$ cat src/rtl/hz_pkg.sv
package hz_pkg;

    parameter int REG_W = 5;

    typedef enum logic [1:0] {
        CLS_ALU   = 2'd0,
        CLS_MUL   = 2'd1,
        CLS_BRANCH= 2'd2,
        CLS_OTHER = 2'd3
    } cls_e;

    // one tracked in-flight instruction
    typedef struct packed {
        logic             valid;
        logic             we;
        logic [REG_W-1:0] rd;
        cls_e             cls;
    } slot_t;

    // instruction sitting in EX also carries its sources
    typedef struct packed {
        slot_t            slot;
        logic [REG_W-1:0] rs;
        logic [REG_W-1:0] rt;
    } ex_slot_t;

endpackage

$ cat src/rtl/hz_fwd_pick.sv
module hz_fwd_pick
    import hz_pkg::*;
#(
    parameter int N_FWD = 4,
    parameter int SEL_W = $clog2(N_FWD + 1)
) (
    input  logic                  clk_i,
    input  logic                  rst_ni,
    input  logic                  use_i,
    input  logic [REG_W-1:0]      src_i,
    input  slot_t [N_FWD-1:0]     prod_i,   // index 0 = youngest (EX/DF)
    output logic [SEL_W-1:0]      sel_o
);

    logic [SEL_W-1:0] sel_d;

    always_comb begin
        sel_d = '0;
        if (use_i && src_i != '0) begin
            for (int k = N_FWD - 1; k >= 0; k--) begin
                if (prod_i[k].valid && prod_i[k].we && prod_i[k].rd == src_i) begin
                    sel_d = SEL_W'(k + 1);
                end
            end
        end
    end

    assign sel_o = sel_d;


    zero_src_chk: assert property (@(posedge clk_i) disable iff (!rst_ni)
        (src_i == '0) |-> (sel_o == '0));


    match_valid_chk: assert property (@(posedge clk_i) disable iff (!rst_ni)
        (sel_o != '0) |-> (prod_i[sel_o - SEL_W'(1)].valid && prod_i[sel_o - SEL_W'(1)].we
                           && prod_i[sel_o - SEL_W'(1)].rd == src_i));


    sel_range_chk: assert property (@(posedge clk_i) disable iff (!rst_ni)
        int'(sel_o) <= N_FWD);

endmodule

$ cat src/rtl/hz_mul_timer.sv
module hz_mul_timer #(
    parameter int MUL_CYC = 5,
    parameter int CNT_W   = (MUL_CYC > 1) ? $clog2(MUL_CYC) : 1
) (
    input  logic clk_i,
    input  logic rst_ni,
    input  logic mul_in_ex_i,
    output logic hold_o
);

    localparam logic [CNT_W-1:0] LAST = CNT_W'(MUL_CYC - 1);

    logic [CNT_W-1:0] cnt_d, cnt_q;
    logic             hold;

    always_comb begin
        hold  = mul_in_ex_i && (cnt_q != LAST);
        cnt_d = '0;
        if (hold) begin
            cnt_d = cnt_q + CNT_W'(1);
        end
    end

    always_ff @(posedge clk_i) begin
        if (!rst_ni) begin
            cnt_q <= '0;
        end else begin
            cnt_q <= cnt_d;
        end
    end

    assign hold_o = hold;


    cnt_range_chk: assert property (@(posedge clk_i) disable iff (!rst_ni)
        int'(cnt_q) < MUL_CYC);


    mul_stays_chk: assert property (@(posedge clk_i) disable iff (!rst_ni)
        hold_o |=> mul_in_ex_i);

endmodule

$ cat src/rtl/hz_ctrl.sv
module hz_ctrl
    import hz_pkg::*;
#(
    parameter int MUL_CYC = 5,
    parameter int N_FWD   = 4,
    parameter int N_FE    = 3,
    parameter int SEL_W   = $clog2(N_FWD + 1)
) (
    input  logic              clk_i,
    input  logic              rst_ni,
    input  logic              rf_valid_i,
    input  logic [REG_W-1:0]  rf_rs_i,
    input  logic [REG_W-1:0]  rf_rt_i,
    input  logic [REG_W-1:0]  rf_rd_i,
    input  logic              rf_we_i,
    input  logic [1:0]        rf_cls_i,
    input  logic              ex_br_taken_i,
    output logic [SEL_W-1:0]  fwd_a_sel_o,
    output logic [SEL_W-1:0]  fwd_b_sel_o,
    output logic [N_FE-1:0]   fe_stall_o,
    output logic [N_FE-1:0]   fe_flush_o,
    output logic              df_bubble_o
);

    typedef struct packed {
        ex_slot_t             ex;
        slot_t [N_FWD-1:0]    fwd;   // 0: EX/DF ... N_FWD-1: TC/WB
    } state_t;

    state_t state_d, state_q;
    logic   mul_in_ex, hold, taken;

    assign mul_in_ex = state_q.ex.slot.valid && state_q.ex.slot.cls == CLS_MUL;
    assign taken     = state_q.ex.slot.valid && state_q.ex.slot.cls == CLS_BRANCH
                       && ex_br_taken_i;

    hz_mul_timer #(.MUL_CYC(MUL_CYC)) i_mul_timer (
        .clk_i       (clk_i),
        .rst_ni      (rst_ni),
        .mul_in_ex_i (mul_in_ex),
        .hold_o      (hold)
    );

    always_comb begin
        state_d = state_q;
        // older stages always advance
        for (int k = N_FWD - 1; k > 0; k--) begin
            state_d.fwd[k] = state_q.fwd[k-1];
        end
        if (hold) begin
            state_d.fwd[0]       = '0;
            state_d.fwd[0].cls   = CLS_OTHER;
        end else begin
            state_d.fwd[0]           = state_q.ex.slot;
            state_d.ex.slot.valid    = rf_valid_i && !taken;
            state_d.ex.slot.we       = rf_we_i;
            state_d.ex.slot.rd       = rf_rd_i;
            state_d.ex.slot.cls      = cls_e'(rf_cls_i);
            state_d.ex.rs            = rf_rs_i;
            state_d.ex.rt            = rf_rt_i;
        end
    end

    always_ff @(posedge clk_i) begin
        if (!rst_ni) begin
            state_q <= '0;
        end else begin
            state_q <= state_d;
        end
    end

    // one picker per ALU operand
    logic [1:0][REG_W-1:0] src;
    logic [1:0][SEL_W-1:0] sel;
    assign src[0] = state_q.ex.rs;
    assign src[1] = state_q.ex.rt;

    for (genvar g = 0; g < 2; g++) begin : g_op
        hz_fwd_pick #(.N_FWD(N_FWD), .SEL_W(SEL_W)) i_pick (
            .clk_i  (clk_i),
            .rst_ni (rst_ni),
            .use_i  (state_q.ex.slot.valid),
            .src_i  (src[g]),
            .prod_i (state_q.fwd),
            .sel_o  (sel[g])
        );
    end

    assign fwd_a_sel_o = sel[0];
    assign fwd_b_sel_o = sel[1];
    assign fe_flush_o  = {N_FE{taken}};
    assign fe_stall_o  = {N_FE{hold && !taken}};
    assign df_bubble_o = hold;


    no_stall_flush_chk: assert property (@(posedge clk_i) disable iff (!rst_ni)
        !((|fe_stall_o) && (|fe_flush_o)));


    df_bubble_chk: assert property (@(posedge clk_i) disable iff (!rst_ni)
        df_bubble_o |=> !state_q.fwd[0].valid);


    squash_chk: assert property (@(posedge clk_i) disable iff (!rst_ni)
        (|fe_flush_o) |=> !state_q.ex.slot.valid);


    stall_hold_ex_chk: assert property (@(posedge clk_i) disable iff (!rst_ni)
        (|fe_stall_o) |=> $stable(state_q.ex));

endmodule

$ cat config.mk
export PLATFORM = sky130hd
export DESIGN_NAME = hz_ctrl
export DESIGN_NICKNAME = d
export VERILOG_FILES = /design/src/rtl/hz_pkg.sv /design/src/rtl/hz_fwd_pick.sv /design/src/rtl/hz_mul_timer.sv /design/src/rtl/hz_ctrl.sv
export SDC_FILE = /design/constraint.sdc
export NUM_CORES = 1
export LEC_CHECK = 0
export BUFFER_PORTS_ARGS = -buffer_cell sky130_fd_sc_hd__buf_4
export CAP_MARGIN = 20
export CORE_UTILIZATION = 35
export DETAILED_ROUTE_END_ITERATION = 10
export GPL_ROUTABILITY_DRIVEN = 0
export GPL_TIMING_DRIVEN = 0
export SYNTH_ARGS = -nofsm -noshare
export SYNTH_HDL_FRONTEND = slang
export SYNTH_SLANG_ARGS = --single-unit
$ cat constraint.sdc
create_clock -name clk_i -period 1.6 [get_ports clk_i]
set_input_delay 0.32 -clock clk_i [delete_from_list [all_inputs] [get_ports clk_i]]
set_output_delay 0.32 -clock clk_i [all_outputs]
set_load 0.01 [all_outputs]
==> results of run 1 <==
power breakdown:
part	switching (µW)	leakage, µW	internal [µW]
sequential	67.2	0.000417	1290
clock	398	0.0000524	468
combinational	135	0.000876	188
per-layer routing:
layer / track usage (%) / share of wire [%] / vias up / wire length, µm
met5: 0 / 0 / - / 0
met1: 20.5 / 45 / 801 / 2320
met2: 25.7 / 49 / 36 / 2500
li1: - / - / 886 / -
met4: 5.64 / 1.6 / 0 / 82
met3: 2.98 / 4.1 / 8 / 209
timing repair:
item | in CTS | in global routing
pin swaps | 16 | 10
buffers inserted | 13 | 7
cloned | 0 | 0
setup endpoints to repair | 13 | 23
gates resized for setup | 53 | 15
hold buffers | 0 | 0
worst max-delay path, cell delays in order (launching register included):
cell	delay, ns
dfxtp_4	0.39
buf_12	0.13
or4_4	0.51
o21ai_4	0.14
a41o_2	0.16
nor4bb_2	0.05
buf_4	0.14
registers in the layout, indices dropped and copies added (netlist names):
register,count
state_q,16
i_mul_timer.cnt_q,3
state_d,21
src,10
through the flow:
stage,worst slack (ns),std cells
after floorplan,-0.0327,243
after global placement,-0.232,353
after detailed placement,-0.268,353
after CTS,-0.555,364
after global routing,-0.635,370
final,-0.554,370
cells in the final DEF, fill, tap and decap left out, drive strengths merged, types with 4 or more instances in the layout:
master / instances
nor2: 4
xor2: 26
buf: 60
a21boi: 16
nand4: 6
and3: 9
dfxtp: 50
and2: 21
clkbuf: 13
inv: 4
nor4: 6
nand2: 37
xnor2: 15
a21oi: 4
cells by family after synthesis:
group	count (synthesis)	share of synthesized area (%)
compound gates	28	9.11
xor+xnor	41	15.6
simple gates	94	23.3
fa+ha+maj	2	1.08
buf+inv	28	7.59
flops	50	43.4
path summary, 6_finish.rpt:
kind / startpoint / endpoint / slack, ns / cells past startpoint
worst max-delay path: src[0] / fwd_a_sel_o[2] / -0.55 / 6
worst min-delay path: rf_cls_i[0] / state_q[46] / 0.22 / 2
worst max register to register: i_mul_timer.cnt_q[1] / src[6] / 0.11 / 10
worst min register to register: state_d[34] / state_q[34] / 0.46 / 1
final cells by class:
| class | count | area (µm²) | area share [%] |
|---|---|---|---|
| buffer | 13 | 97.6 | 3.19 |
| clock buffer | 7 | 76.3 | 2.49 |
| clock inverter | 1 | 30.0 | 0.982 |
| inverter | 4 | 20.0 | 0.654 |
| multi-input combinational | 165 | 1270 | 41.5 |
| sequential | 50 | 1040 | 34.1 |
| tap | 77 | 96.3 | 3.15 |
| timing repair buffer | 53 | 425 | 13.9 |
==> results.py, run 1 <==
metrics = {
    "cells_and_area": {
        "area_delta_synth_final_pct": 32.5,
        "drive_gt1_share_pct": 38.6,
        "diodes": 0,
        "post-route-util_pct": 48.2,
        "fillers": 596,
        "stdcell_area_mm2": 0.00306,
        "final_nets": 316,
    },
    "clock_network": {
        "root_buffer": "clkbuf_8",
        "cts.sinks": 50,
        "clock_latency_ns": 0.30,
        "cts_buffers": 5,
        "htreeDepth": 2,
        "clk_pin_slew_worst_paths_ns": 0.09,
        "cts_tree": "yes",
        "clk_path_buf_depth": 2,
    },
    "sta": {
        "tns_ns": -3.19,
        "rsz0062_at_grt": "yes",
        "max_freq_mhz": 464,
        "timing_max_transition_violations_final": 0,
        "setup_viol": 10,
        "timing.hold.ws_ns": 0.222,
        "period_minus_slack_ns": 2.15,
        "max_slew_margin_pct": 70.8,
        "finalHoldViolations": 0,
        "final.setup.worst_slack_ns": -0.554,
        "fin_crit_sh_pct": 135,
        "tightest_slew_ns": 0.437,
        "fin_skew_ns": 0.00784,
    },
    "global_route": {
        "grt_pass1_vias": 1717,
        "track_usage_pct": 15.7,
        "grt_pass1_wl_mm": 8.46,
        "antenna_found_initial": 0,
        "grt_max_degree": 15,
        "grt-ovfl-total": 0,
    },
    "route": {
        "vias": 1731,
        "dr.pass1.iters": 4,
        "viasPerCell": 4.68,
        "wirelength_mm": 5.11,
        "post_drt_wl_per_cell_um": 13.8,
        "ant_nets": 0,
        "drc": 0,
        "drt_iter0_drc": 45,
    },
    "floorplanning": {
        "dieArea_mm2": 0.00692,
        "chipHeight_um": 83.2,
        "io_pins": 35,
        "row_count": 29,
        "die_w_um": 83.2,
        "coreArea_mm2": 0.00635,
        "start_util_pct": 36.4,
    },
    "place": {
        "hpwl_mm": 3.61,
        "portBuffers": 33,
        "placed_area_mm2": 0.00265,
    },
    "yosys": {
        "async_reset_ff_share_pct": 0,
        "synth_cells": 243,
        "avgSynthCellArea_um2": 9.50,
        "synth_top_area_cell": "dfxtp_1",
        "yosysUniqueCellTypes": 29,
        "synthesis.area_mm2": 0.00231,
        "synth.most_common_cell": "dfxtp_1",
        "synth.net_count": 267,
        "synthTopCellsByCount": "dfxtp_1 (50), nand2_1 (37), xor2_1 (26)",
        "ys_seq_elements": 50,
        "synth.top_cells.by_area": "dfxtp_1 (43%), xor2_1 (9.9%), nand2_1 (6.0%)",
        "synth_top_area_share_pct": 43.4,
        "synth-edff-count": 0,
        "yosysSeqAreaShare_pct": 43.4,
        "synth_warnings": 0,
        "yosys_most_used_dff": "dfxtp_1",
    },
    "run_status": {
        "violations": "setup timing",
        "outcome": "finished, violations left",
    },
    "power": {
        "power.total_uw": 2540,
        "leakage_uw": 0.00135,
        "power.density_mw_per_mm2": 831,
        "vdd_drop_max_uv": 477,
    },
    "worst_setup_path": {
        "critPathMaxFanout": 5,
        "critPathCaptureType": "output port",
        "start_kind": "flip-flop",
        "worst_ep_arrival_time_ns": 1.83,
        "cp.required_ns": 1.28,
        "crit_type": "flip-flop to output port",
    },
    "worst_hold_path": {
        "min_path_type": "input pin to flip-flop",
    },
    "flow_run": {
        "cap_violations": 0,
    },
}
Power figures use the tool's default switching activity.
==> inputs of run 2 (changes only) <==
--- a/config.mk
+++ b/config.mk
@@ -11,6 +11,7 @@
 export DETAILED_ROUTE_END_ITERATION = 10
 export GPL_ROUTABILITY_DRIVEN = 0
 export GPL_TIMING_DRIVEN = 0
+export SKIP_LAST_GASP = 1
 export SYNTH_ARGS = -nofsm -noshare
 export SYNTH_HDL_FRONTEND = slang
 export SYNTH_SLANG_ARGS = --single-unit
==> run 2 against run 1 <==
The run still ends with setup timing left. Register-to-register slack worse by 0.03 ns. Hold slack about the same. Sequential cell count is the same. Worst setup slack worse by 0.0040 ns. Maximum frequency decreased by 0.18%. Non-clock buffer count unchanged. Largest power group unchanged.
==> results.py, run 2 (synthesis results as in run 1) <==
metrics = {
    "route": {
        "ant_nets": 0,
        "vias": 1721,
        "wirelength_mm": 5.11,
        "post_drt_wl_per_cell_um": 13.8,
        "dr.pass1.iters": 4,
        "drc": 0,
        "drt_iter0_drc": 45,
        "viasPerCell": 4.65,
    },
    "clock_network": {
        "cts.sinks": 50,
        "clk_path_buf_depth": 2,
        "clk_pin_slew_worst_paths_ns": 0.09,
        "cts_tree": "yes",
        "clock_latency_ns": 0.30,
        "cts_buffers": 5,
        "cts.hold.buffers_added": 0,
        "root_buffer": "clkbuf_8",
        "htreeDepth": 2,
    },
    "floorplanning": {
        "io_pins": 35,
        "coreArea_mm2": 0.00635,
        "die_w_um": 83.2,
        "chipHeight_um": 83.2,
        "dieArea_mm2": 0.00692,
        "start_util_pct": 36.4,
        "row_count": 29,
    },
    "worst_hold_path": {
        "min_to": "state_q[46]",
        "min_from": "rf_cls_i[0]",
        "worst_hold_path.num_cells": 2,
        "min_path_type": "input pin to flip-flop",
    },
    "sta": {
        "rsz0062_at_grt": "yes",
        "tightest_slew_ns": 0.435,
        "final.setup.worst_slack_ns": -0.558,
        "fin_skew_ns": 0.00745,
        "max_freq_mhz": 463,
        "timing_max_transition_violations_final": 0,
        "max_slew_margin_pct": 71.0,
        "period_minus_slack_ns": 2.16,
        "setup_viol": 10,
        "tns_ns": -3.20,
        "fin_crit_sh_pct": 135,
        "finalHoldViolations": 0,
    },
    "place": {
        "hpwl_mm": 3.61,
        "portBuffers": 33,
        "placed_area_mm2": 0.00265,
    },
    "worst_setup_path": {
        "r2r_slack_ns": 0.08,
        "critPathCaptureType": "output port",
        "r2r_end": "state_q[53]",
        "r2r-start": "i_mul_timer.cnt_q[1]",
        "critPathMaxFanout": 5,
        "rr_worst_depth": 10,
        "worst_ep_arrival_time_ns": 1.84,
        "cp.required_ns": 1.28,
        "start_kind": "flip-flop",
        "crit_type": "flip-flop to output port",
    },
    "flow_run": {
        "cap_violations": 0,
    },
    "cells_and_area": {
        "stdcell_area_mm2": 0.00306,
        "fillers": 597,
        "largest_reg_flops": 21,
        "final_common_cell": "buf_4",
        "drive_gt1_share_pct": 38.6,
        "final_cell_mix": "buf_4 (51), nand2_1 (36), dfxtp_1 (36), xor2_1 (24), and2_1 (21)",
        "diodes": 0,
        "final_nets": 316,
        "seq_area_mm2": 0.00104,
        "area_delta_synth_final_pct": 32.4,
        "multiInputGateArea_mm2": 0.00127,
    },
    "global_route": {
        "grt-ovfl-total": 0,
        "track_usage_pct": 15.7,
        "grt_pass1_vias": 1717,
        "grt_pass1_wl_mm": 8.46,
        "grt_max_degree": 15,
        "antenna_found_initial": 0,
    },
    "power": {
        "power.density_mw_per_mm2": 832,
        "vdd_drop_max_uv": 477,
        "leakage_uw": 0.00135,
    },
    "run_status": {
        "outcome": "finished, violations left",
        "violations": "setup timing",
    },
}
-- run 2: cell types whose count changed in the layout (fill, tap and decap cells not counted), sizes merged --
cell / previous run / this run
buf: 60 / 61
clkbuf: 13 / 12
-- run 2: area by class of cell --
| cell class | instances | area share, % |
|---|---|---|
| Timing Repair Buffer | 53 | 13.9 |
| Tap cell | 77 | 3.15 |
| Buffer | 13 | 3.11 |
| Inverter | 4 | 0.655 |
| Clock inverter | 1 | 0.982 |
| Clock buffer | 7 | 2.50 |
| Multi-Input combinational cell | 165 | 41.5 |
| Sequential cell | 50 | 34.1 |
-- run 2: stage by stage --
| stage | worst slack (ns) | util (%) | power [µW] | hold slack (ns) | std cells |
|---|---|---|---|---|---|
| 3_3_place_gp | -0.232 | 41.8 | 1650 | 0.432 | 353 |
| 4_1_cts | -0.555 | 46.2 | 2530 | 0.217 | 364 |
| 3_5_place_dp | -0.268 | 41.8 | 1650 | 0.440 | 353 |
| 5_1_grt | -0.635 | 48.1 | 2670 | 0.216 | 370 |
| 2_1_floorplan | -0.0327 | - | 1550 | 0.417 | 243 |
| 6_report | -0.558 | 48.1 | 2540 | 0.222 | 370 |
-- run 2: how the worst max path moves through the flow --
stage	startpoint	slack (ns)	endpoint	cells after the start
floorplan	src[4]	-0.03	fwd_a_sel_o[2]	5
global placement	i_mul_timer.cnt_q[0]	-0.23	fe_stall_o[2]	8
detailed placement	src[4]	-0.27	fwd_a_sel_o[2]	6
CTS	src[3]	-0.56	fwd_a_sel_o[2]	5
global route	src[0]	-0.64	fwd_a_sel_o[2]	5
finish	src[0]	-0.56	fwd_a_sel_o[2]	6
-- run 2: critical path: stages, from the launching register on --
cell and delay [ns]:
dfxtp_4 0.39, buf_12 0.13, or4_4 0.51, o21ai_4 0.14, a41o_2 0.16, nor4bb_2 0.06, buf_4 0.14
-- run 2: where the power goes --
part / total (µW) / switching, µW / internal [µW]
clock network: 867 / 399 / 468
logic: 322 / 135 / 187
registers: 1350 / 67.2 / 1290
-- run 2: routing by layer --
metal,wire length [µm],global-route usage [%],up-vias,share of wire [%]
met3,195,2.98,8,3.8
li1,-,-,886,-
met4,82,5.64,0,1.6
met5,0,0,-,0
met2,2500,25.7,34,49
met1,2330,20.5,793,46
-- run 2: repair_timing --
item	CTS	global route
endpoints found under the setup margin	13	23
pin swaps	16	10
resized for setup	53	13
setup buffers	13	7
==> inputs of run 3 (changes only) <==
--- a/config.mk
+++ b/config.mk
@@ -12,6 +12,7 @@
 export GPL_ROUTABILITY_DRIVEN = 0
 export GPL_TIMING_DRIVEN = 0
 export SKIP_LAST_GASP = 1
+export SLEW_MARGIN = 20
 export SYNTH_ARGS = -nofsm -noshare
 export SYNTH_HDL_FRONTEND = slang
 export SYNTH_SLANG_ARGS = --single-unit
==> constraint.sdc (replaced) <==
create_clock -name clk_i -period 2.55 [get_ports clk_i]
set_input_delay 0.51 -clock clk_i [delete_from_list [all_inputs] [get_ports clk_i]]
set_output_delay 0.51 -clock clk_i [all_outputs]
set_load 0.01 [all_outputs]
==> run 3 against run 2 <==
The run now ends clean. Non-clock buffer count fell by 9. Core utilization down 4.6 points. Register-to-register slack improved by 0.89 ns. Final area fell by 9.6%. Die area stayed put. First-iteration DRC count is 110% higher. Hold slack better by 0.19 ns. Clock skew fell by 0.00090 ns. Cell count fell by 2.4%. Via count fell by 4.7%. Count of clock-buffer cells in the layout grew 1. Wire length decreased by 9.4%. Largest power group unchanged.
==> results.py, run 3 (synthesis results as in run 1) <==
metrics = {
    "run_status": {
        "outcome": "finished, final reports clean",
    },
    "cells_and_area": {
        "diodes": 0,
        "stdcell_area_mm2": 0.00276,
        "fillers": 635,
        "final_cell_mix": "dfxtp_1 (50), buf_4 (45), nand2_1 (37), xor2_1 (26), and2_1 (21)",
        "drive_gt1_share_pct": 25.0,
        "final_nets": 307,
        "area_delta_synth_final_pct": 19.7,
        "largest_reg_flops": 21,
        "final_common_cell": "dfxtp_1",
    },
    "sta": {
        "rsz0062_at_grt": "no",
        "max_slew_margin_pct": 68.9,
        "finalHoldViolations": 0,
        "setup_viol": 0,
        "final.setup.worst_slack_ns": 0.163,
        "timing_max_transition_violations_final": 0,
        "fin_crit_sh_pct": 93.6,
        "tightest_slew_ns": 0.467,
        "fin_skew_ns": 0.00655,
        "tns_ns": 0,
        "period_minus_slack_ns": 2.39,
        "max_freq_mhz": 419,
    },
    "power": {
        "comb_power_share_pct": 12.1,
        "swShare_pct": 23.7,
        "power_frac_seq_pct": 53.5,
        "vdd_drop_max_uv": 307,
        "power.switching_uw": 367,
        "clockPowerShare_pct": 34.4,
        "power.density_mw_per_mm2": 560,
        "p_int_uw": 1180,
        "leakage_uw": 0.00127,
    },
    "clock_network": {
        "cts.sinks": 50,
        "cts_resized": 0,
        "htreeDepth": 2,
        "cts_setup_buffers": 0,
        "clk_pin_slew_worst_paths_ns": 0.09,
        "clk_path_buf_depth": 2,
        "clock_latency_ns": 0.31,
        "cts.hold.buffers_added": 0,
        "cts_tree": "yes",
        "root_buffer": "clkbuf_8",
        "cts_buffers": 5,
    },
    "place": {
        "portBuffers": 33,
        "placed_area_mm2": 0.00265,
        "hpwl_mm": 3.58,
        "place_ws_ns": 0.498,
    },
    "global_route": {
        "grt_pass1_wl_mm": 7.73,
        "track_usage_pct": 14.5,
        "busiest_layer": "met2",
        "grt_pass1_vias": 1654,
        "grt.met3_usage_pct": 4.37,
        "use_met2_pct": 23.8,
        "grt-ovfl-total": 0,
        "antenna_found_initial": 0,
        "grtUsageMet1_pct": 18.2,
        "grt_max_degree": 15,
    },
    "floorplanning": {
        "die_w_um": 83.2,
        "start_util_pct": 36.4,
        "coreArea_mm2": 0.00635,
        "chipHeight_um": 83.2,
        "io_pins": 35,
        "row_count": 29,
        "dieArea_mm2": 0.00692,
    },
    "worst_setup_path": {
        "crit_type": "flip-flop to output port",
        "critPathCaptureType": "output port",
        "worst_ep_arrival_time_ns": 1.88,
        "cp.required_ns": 2.04,
        "start_kind": "flip-flop",
        "critPathMaxFanout": 10,
    },
    "route": {
        "drt_iter0_drc": 96,
        "ant_nets": 0,
        "viasPerCell": 4.54,
        "post_drt_wl_per_cell_um": 12.8,
        "drc": 0,
        "wirelength_mm": 4.63,
        "dr.pass1.iters": 4,
        "vias": 1640,
    },
    "flow_run": {
        "cap_violations": 0,
    },
    "worst_hold_path": {
        "min_path_type": "input pin to flip-flop",
    },
}
run 3: changes by cell type in the layout (fill, tap and decap cells not counted), sizes merged:
| cell | change |
|---|---|
| clkbuf | +3 |
| buf | -11 |
| bufinv | -1 |
run 3: power by group through the flow:
stage          registers, µW  clock network, µW  logic [µW]
2_1_floorplan            842                  0         131
6_report                 828                533         187
5_1_grt                  832                582         208
3_5_place_dp             847                  0         189
4_1_cts                  829                542         190
3_3_place_gp             846                  0         188
run 3: final cells by class:
type / count / area [µm²] / area share, %
multi-input cells: 165 / 1130 / 41.0
flip-flops and latches: 50 / 1000 / 36.2
repair buffers: 33 / 248 / 8.97
plain buffers: 24 / 160 / 5.80
clock buffers: 8 / 110 / 3.99
well taps: 77 / 96.3 / 3.49
inverters: 4 / 15.0 / 0.543
run 3: worst paths after layout:
path,startpoint,end,slack (ns),cells after the start
min,rf_cls_i[0],state_q[46],0.41,2
min reg2reg,i_mul_timer.cnt_q[0],i_mul_timer.cnt_q[0],0.44,1
max,i_mul_timer.cnt_q[0],fe_stall_o[1],0.16,8
max reg2reg,i_mul_timer.cnt_q[0],src[7],0.97,8
run 3: stage by stage:
step                std cells  power (µW)  hold slack [ns]  util, %
finish                    361        1550            0.407     43.5
detailed placement        353        1040            0.433     41.8
global route              361        1620            0.411     43.5
floorplan                 243         974            0.417        -
global placement          353        1030            0.433     41.8
CTS                       361        1560            0.404     43.5
run 3: critical path, stage by stage (launching register included):
cell and delay [ns]:
dfxtp_1 0.35, inv_1 0.05, ha_1 0.19, nand2_1 0.08
nand4b_2 0.23, clkbuf_1 0.29, inv_1 0.15, buf_4 0.12
buf_4 0.10
run 3: layer usage:
metal  share of wire (%)  wire length [µm]
met1                  47              2180
met2                  47              2170
met3                 4.9               228
met4                 1.2                55
met5                   0                 0
